===== config.mk =====
export PLATFORM = sky130hd
export DESIGN_NAME = prot_region_bank
export DESIGN_NICKNAME = d
export VERILOG_FILES = /design/src/rtl/prb_pkg.sv /design/src/rtl/prb_regfile.sv /design/src/rtl/prb_region_eval.sv /design/src/rtl/prot_region_bank.sv
export SDC_FILE = /design/constraint.sdc
export NUM_CORES = 2
export LEC_CHECK = 0
export BUFFER_PORTS_ARGS = -buffer_cell sky130_fd_sc_hd__buf_2
export CAP_MARGIN = 20
export CORE_AREA = 2 2 281 283
export CTS_CLUSTER_DIAMETER = 120
export DETAILED_ROUTE_END_ITERATION = 7
export DIE_AREA = 0 0 283 285
export PLACE_DENSITY = 0.91
export SETUP_SLACK_MARGIN = 0.15
export SLEW_MARGIN = 15
export SYNTH_ARGS = -nofsm -noshare
export SYNTH_HDL_FRONTEND = slang
export SYNTH_SLANG_ARGS = --single-unit
export TNS_END_PERCENT = 20

===== constraint.sdc =====
create_clock -name clk -period 4.9 [get_ports clk]
set_input_delay 0.98 -clock clk [delete_from_list [all_inputs] [get_ports clk]]
set_output_delay 0.98 -clock clk [all_outputs]
set_load 0.01 [all_outputs]

===== src/rtl/prb_pkg.sv =====
package prb_pkg;
  localparam int ADDR_W  = 32;
  localparam int DATA_W  = 32;
  localparam int GRAN_LSB = 5;
  localparam int BOUND_W = ADDR_W - GRAN_LSB;
  localparam int TAG_W   = 8;

  typedef enum logic [1:0] {
    KIND_READ  = 2'b00,
    KIND_WRITE = 2'b01,
    KIND_EXEC  = 2'b10,
    KIND_NONE  = 2'b11
  } acc_kind_e;

  typedef struct packed {
    logic [BOUND_W-1:0] lo_bound;
    logic [BOUND_W-1:0] hi_bound;
    logic [DATA_W-1:0]  rights;
    logic [TAG_W-1:0]   tag;
    logic [TAG_W-1:0]   tag_mask;
    logic               valid;
  } region_t;

  // Supervisor 2-bit code to {r,w,x}; code 3 defers to the user bits.
  function automatic logic [2:0] sup_rwx(input logic [1:0] code, input logic [2:0] usr);
    case (code)
      2'b00:   sup_rwx = 3'b111;
      2'b01:   sup_rwx = 3'b101;
      2'b10:   sup_rwx = 3'b110;
      default: sup_rwx = usr;
    endcase
  endfunction

  function automatic logic kind_ok(input logic [2:0] rwx, input logic [1:0] kind);
    case (kind)
      KIND_READ:  kind_ok = rwx[2];
      KIND_WRITE: kind_ok = rwx[1];
      KIND_EXEC:  kind_ok = rwx[0];
      default:    kind_ok = 1'b0;
    endcase
  endfunction
endpackage


===== src/rtl/prb_regfile.sv =====
module prb_regfile
  import prb_pkg::*;
#(
  parameter int NUM_DESC   = 8,
  parameter int REG_AW     = 12,
  parameter int DESC_BASE  = 'h400,
  parameter int ALIAS_BASE = 'h800
) (
  input  logic                      clk,
  input  logic                      rst,
  input  logic                      wr_en,
  input  logic                      rd_en,
  input  logic [REG_AW-1:0]         addr,
  input  logic [DATA_W-1:0]         wdata,
  output logic [DATA_W-1:0]         rdata,
  output region_t [NUM_DESC-1:0]    regions
);
  localparam int IDX_W = (NUM_DESC > 1) ? $clog2(NUM_DESC) : 1;
  localparam logic [REG_AW-1:0] D_LO = REG_AW'(DESC_BASE);
  localparam logic [REG_AW-1:0] D_HI = REG_AW'(DESC_BASE + 16 * NUM_DESC);
  localparam logic [REG_AW-1:0] A_LO = REG_AW'(ALIAS_BASE);
  localparam logic [REG_AW-1:0] A_HI = REG_AW'(ALIAS_BASE + 4 * NUM_DESC);

  logic [REG_AW-1:0] d_rel, a_rel;
  logic              in_desc, in_alias;
  logic [IDX_W-1:0]  d_idx, a_idx;
  logic [1:0]        d_word;
  logic              aligned;

  assign aligned  = (addr[1:0] == 2'b00);
  assign d_rel    = addr - D_LO;
  assign a_rel    = addr - A_LO;
  assign in_desc  = aligned && (addr >= D_LO) && (addr < D_HI);
  assign in_alias = aligned && (addr >= A_LO) && (addr < A_HI);
  assign d_idx    = d_rel[IDX_W+3:4];
  assign d_word   = d_rel[3:2];
  assign a_idx    = a_rel[IDX_W+1:2];

  logic unused_rel;
  assign unused_rel = ^{d_rel[REG_AW-1:IDX_W+4], d_rel[1:0], a_rel[REG_AW-1:IDX_W+2], a_rel[1:0]};

  genvar r;
  generate
    for (r = 0; r < NUM_DESC; r++) begin : g_desc
      region_t d_q;
      logic    hit_d, hit_a;
      assign hit_d = wr_en && in_desc  && (d_idx == IDX_W'(r));
      assign hit_a = wr_en && in_alias && (a_idx == IDX_W'(r));

      always_ff @(posedge clk) begin
        if (rst) begin
          d_q <= '0;
        end else if (hit_d) begin
          case (d_word)
            2'd0: begin d_q.lo_bound <= wdata[DATA_W-1:GRAN_LSB]; d_q.valid <= 1'b0; end
            2'd1: begin d_q.hi_bound <= wdata[DATA_W-1:GRAN_LSB]; d_q.valid <= 1'b0; end
            2'd2: begin d_q.rights   <= wdata;                    d_q.valid <= 1'b0; end
            default: begin
              d_q.tag      <= wdata[31:24];
              d_q.tag_mask <= wdata[23:16];
              d_q.valid    <= wdata[0];
            end
          endcase
        end else if (hit_a) begin
          d_q.rights <= wdata;
        end
      end
      assign regions[r] = d_q;
    end
  endgenerate

  logic [DATA_W-1:0] rd_mux;
  region_t           d_sel, a_sel;
  assign d_sel = regions[d_idx];
  assign a_sel = regions[a_idx];

  always_comb begin
    rd_mux = '0;
    if (in_desc) begin
      case (d_word)
        2'd0:    rd_mux = {d_sel.lo_bound, {GRAN_LSB{1'b0}}};
        2'd1:    rd_mux = {d_sel.hi_bound, {GRAN_LSB{1'b0}}};
        2'd2:    rd_mux = d_sel.rights;
        default: rd_mux = {d_sel.tag, d_sel.tag_mask, 15'b0, d_sel.valid};
      endcase
    end else if (in_alias) begin
      rd_mux = a_sel.rights;
    end
  end

  always_ff @(posedge clk) begin
    if (rst)        rdata <= '0;
    else if (rd_en) rdata <= rd_mux;
  end


  partial_write_invalidates_chk: assert property (@(posedge clk) disable iff (rst)
    (wr_en && in_desc && d_word != 2'd3) |=> !regions[$past(d_idx)].valid);


  tag_write_sets_valid_chk: assert property (@(posedge clk) disable iff (rst)
    (wr_en && in_desc && d_word == 2'd3) |=> (regions[$past(d_idx)].valid == $past(wdata[0])));


  alias_keeps_valid_chk: assert property (@(posedge clk) disable iff (rst)
    (wr_en && in_alias) |=> (regions[$past(a_idx)].valid == $past(regions[a_idx].valid)));


  unmapped_write_ignored_chk: assert property (@(posedge clk) disable iff (rst)
    (wr_en && !in_desc && !in_alias) |=> $stable(regions));
endmodule


===== src/rtl/prb_region_eval.sv =====
module prb_region_eval
  import prb_pkg::*;
#(
  parameter int NUM_DESC = 8
) (
  input  region_t [NUM_DESC-1:0] regions,
  input  logic [ADDR_W-1:0]      req_addr,
  input  logic [1:0]             req_kind,
  input  logic                   req_super,
  output logic [NUM_DESC-1:0]    hits,
  output logic [NUM_DESC-1:0]    grants
);
  logic [BOUND_W-1:0] blk;
  assign blk = req_addr[ADDR_W-1:GRAN_LSB];

  genvar r;
  generate
    for (r = 0; r < NUM_DESC; r++) begin : g_eval
      logic       covers;
      logic [2:0] rwx;
      logic       unused_bits;
      assign covers = (blk >= regions[r].lo_bound) && (blk <= regions[r].hi_bound);
      assign hits[r] = regions[r].valid && covers;
      assign rwx = req_super ? sup_rwx(regions[r].rights[4:3], regions[r].rights[2:0])
                             : regions[r].rights[2:0];
      assign grants[r] = hits[r] && kind_ok(rwx, req_kind);
      assign unused_bits = ^{regions[r].rights[DATA_W-1:5], regions[r].tag, regions[r].tag_mask};
    end
  endgenerate

  logic unused_lsb;
  assign unused_lsb = ^req_addr[GRAN_LSB-1:0];
endmodule


===== src/rtl/prot_region_bank.sv =====
module prot_region_bank
  import prb_pkg::*;
#(
  parameter int NUM_DESC = 8,
  parameter int REG_AW   = 12
) (
  input  logic                 clk,
  input  logic                 rst,
  input  logic                 reg_wr_en,
  input  logic                 reg_rd_en,
  input  logic [REG_AW-1:0]    reg_addr,
  input  logic [31:0]          reg_wdata,
  output logic [31:0]          reg_rdata,
  input  logic                 req_valid,
  input  logic [31:0]          req_addr,
  input  logic [1:0]           req_kind,
  input  logic                 req_super,
  output logic                 acc_err,
  output logic [NUM_DESC-1:0]  hit_vec
);
  region_t [NUM_DESC-1:0] regions;
  logic    [NUM_DESC-1:0] hits, grants;

  prb_regfile #(.NUM_DESC(NUM_DESC), .REG_AW(REG_AW)) u_regs (
    .clk     (clk),
    .rst     (rst),
    .wr_en   (reg_wr_en),
    .rd_en   (reg_rd_en),
    .addr    (reg_addr),
    .wdata   (reg_wdata),
    .rdata   (reg_rdata),
    .regions (regions)
  );

  prb_region_eval #(.NUM_DESC(NUM_DESC)) u_eval (
    .regions   (regions),
    .req_addr  (req_addr),
    .req_kind  (req_kind),
    .req_super (req_super),
    .hits      (hits),
    .grants    (grants)
  );

  always_ff @(posedge clk) begin
    if (rst) begin
      acc_err <= 1'b0;
      hit_vec <= '0;
    end else begin
      acc_err <= req_valid && (grants == '0);
      hit_vec <= req_valid ? hits : '0;
    end
  end


  idle_quiet_chk: assert property (@(posedge clk) disable iff (rst)
    !req_valid |=> (!acc_err && hit_vec == '0));


  granted_no_err_chk: assert property (@(posedge clk) disable iff (rst)
    (req_valid && grants != '0) |=> !acc_err);


  no_hit_err_chk: assert property (@(posedge clk) disable iff (rst)
    (req_valid && hits == '0) |=> (acc_err && hit_vec == '0));


  kind_none_err_chk: assert property (@(posedge clk) disable iff (rst)
    (req_valid && req_kind == 2'b11) |=> acc_err);
endmodule


==> flow_summary.toml <==
[timing]
relSlewSlack_pct = -2.68
rsz0062_at_grt = "no"
fin_crit_sh_pct = 78.8
setup_violations = 0
final.setup.worst_slack_ns = 1.04
min_period_ns = 3.86
whs_ns = 0.453
slew_viol_final = 2
fmax_mhz = 259
finalHoldViolations = 0
max_slew.worst_pin.slew_ns = 1.52
fin_tns_setup_ns = 0
final.setup_skew_ns = 0.0356

[route]
drt_iter0_markers = 8255
dr.pass1.iters = 8
wl_per_cell_um = 24.8
drcViolationCount = 13
drt-total-wl_mm = 172
routed_via_density = 6.89
drtAntennaViolNets = 0
vias = 47800

[placement]
gp_congestion = 0.998
port_buffers = 119
pre_cts_slack_ns = 0.771
placed_cell_area_um2 = 51200
dp_hpwl_mm = 109

[critical_path]
worst_path_max_delay_cell = "buf_8"
path_common_cell = "nand2_1"
startpoint_type = "primary input"
crit_path_cell_trace = "buf_8 > buf_4 > mux4_2 > nand2_1 > o21ai_0 > nand2_1 > o221ai_1 > a21oi_1 > a211oi_1"
arrival_ns = 4.39
cp_slowest_stage_delay_ns = 0.58
critPathMaxFanout = 61
required_ns = 5.43
end_kind = "register"
crit_type = "primary input to register"

[clock_network]
holdBufCountCts = 0
numCtsBuffers = 88
cts_tree = "yes"
clk-insertion-delay-late_ns = 0.70
root_buffer = "clkbuf_16"
cts_resized = 0
cts_sinks = 865
htree_levels = 3
path_clk_slew_ns = 0.06
postCtsSetupRepairBufs = 0
cts_buffer_depth = 3

[run_status]
outcome = "finished with violations"
violations = "design-rule violations, max-capacitance violations, max-slew violations"

[logic_synthesis]
synth_cell_types = 75
ys_seq_area_share_pct = 34.7
syn_inst = 5917
syn_area_um2 = 49900
syn_area_per_cell_um2 = 8.44
ys_ff_latch = 865
ys_async_sr_fraction_pct = 0
synth_ff_type = "dfxtp_1"
syn_nets = 6433
ys_warn_count = 0
synth-edff-count = 0

[power]
p_switching_w = 0.00401
p_seq_share_pct = 45.2
p_int_w = 0.0116
power.total_w = 0.0156
ir_drop_mv = 0.273
clkPwrFrac_pct = 46.3
leakagePower_nw = 18.6
power.density_nw_per_um2 = 287
swShare_pct = 25.7
combPwrFrac_pct = 8.5

[grt]
grt.total_usage_pct = 41.2
grt_max_degree = 241
grt_pass1_wl_mm = 261
grt_overflow = 0
grt_pass1_vias = 47000
antenna_found_initial = 13

[layout]
nets = 6330
final_layout_size_suffix_gt1_share_pct = 11.8
final_area_um2 = 54300
area_delta_synth_final_pct = 8.67

[die]
boundaryPins = 125
die_h_um = 285
die_area_um2 = 80700
start_util_pct = 64.0
num_rows = 103
core-area_um2 = 78000
die_w_um = 283

[flow_run]
drv_cap = 1

[min_path]
hp-class = "register to register"
## state kept, by name, indices dropped and copies added (netlist names)
register and cells:
u_regs.regions 824, u_regs.rdata 32, hit_vec 8, acc_err 1
## cell type report
type,count,area [um2]
diodes,10,25.0
clock buffers,127,2550
clock inverters,35,508
fillers,5294,23700
inverters,433,1630
multi-input cells,4197,29300
flip-flops and latches,865,17300
well taps,1050,1310
repair buffers,229,1650
## power groups by stage
stage	logic, W	clock network (W)	registers (W)
after floorplan	0.000804	0	0.00721
after global placement	0.00120	0	0.00721
after detailed placement	0.00125	0	0.00721
after CTS	0.00126	0.00716	0.00705
after global routing	0.00140	0.00745	0.00705
final	0.00132	0.00722	0.00705
## worst paths after layout
path	start	end	slack, ns	cells past startpoint
max	reg_addr[4]	u_regs.rdata[28]$_SDFFE_PP0P_	1.04	9
min	u_regs.regions[158]$_SDFFE_PP0P_	u_regs.regions[158]$_SDFFE_PP0P_	0.45	2
max reg2reg	u_regs.regions[280]$_SDFFE_PP0P_	acc_err$_SDFF_PP0_	1.36	10
min reg2reg	u_regs.regions[158]$_SDFFE_PP0P_	u_regs.regions[158]$_SDFFE_PP0P_	0.45	2
## critical path: cells and delay by family
kind / cells / cell delay [ns]
buffers and inverters: 2 / 0.98
AO/OA/AOI/OAI: 4 / 1.33
AND/OR/NAND/NOR: 2 / 0.40
multiplexers: 1 / 0.57
## cells in the mapped netlist, types with 20 or more instances
master       n  area share [%]
nor2b_1     20            0.25
a21oi_1    882             8.8
nand2_1   1462              11
buf_2       94            0.94
inv_1      433             3.3
o21ai_0    127             1.3
clkbuf_1   278             2.1
buf_1       29            0.22
dfxtp_1    865              35
mux4_2     272              12
nor3_1      25            0.25
o221ai_1    27            0.47
ha_1       432              11
nand3_1    109             1.1
a211oi_1    41            0.62
a21o_1      37            0.56
mux2i_1    253             5.1
o22ai_1     34            0.43
nand4_1     62            0.78
nor2_1     229             1.7
## kinds of logic (layout without fill, tap and decap cells)
kind of cell	after synthesis	in the layout	share of synthesized area, %
AOI/OAI and AO/OA	1230	1230	13.5
adders and majority gates	432	432	10.8
buffers and inverters	855	824	6.84
DFF	865	865	34.7
muxes	532	532	17.5
other	0	10	0
and+or+nand+nor	2003	2003	16.6
## placed cells by master, fill, tap and decap left out, types with 7 or more instances in the layout
master | netlist | final
buf_4 | 18 | 98
inv_1 | 433 | 433
bufinv_16 | 0 | 9
o21a_1 | 8 | 8
o22ai_1 | 34 | 34
o221ai_1 | 27 | 27
nand4_1 | 62 | 62
mux4_2 | 272 | 272
nor2_2 | 4 | 10
a31oi_1 | 11 | 11
a21o_1 | 37 | 37
nor3_1 | 25 | 24
o21ai_0 | 127 | 127
nand2b_1 | 17 | 17
dfxtp_1 | 865 | 865
ha_1 | 432 | 432
mux2i_1 | 253 | 252
a21oi_1 | 882 | 881
nor2_4 | 8 | 9
o211ai_1 | 9 | 9
nor4_1 | 15 | 15
nor2_1 | 229 | 222
clkbuf_8 | 0 | 18
buf_2 | 94 | 113
nand3_1 | 109 | 109
clkinv_2 | 0 | 17
nor2b_1 | 20 | 20
buf_12 | 0 | 13
a211oi_1 | 41 | 41
diode_2 | 0 | 10
clkbuf_16 | 0 | 89
mux2_2 | 7 | 7
and3_1 | 12 | 12
clkbuf_1 | 278 | 20
nand2_1 | 1462 | 1461
## per-stage QoR
step	instances	utilization, %
floorplan	5917	-
finish	6946	69.6
detailed placement	6773	65.6
CTS	6935	69.5
global route	6943	69.6
global placement	6773	65.6
## routing by layer
layer	up-vias	global-route usage, %	share of wire [%]
li1	20200	-	-
met1	22300	48.6	33
met2	4187	62.5	43
met3	1132	12.4	14
met4	10	33.2	9.1
met5	-	0	0.036
(Power assumes the default switching activity.)
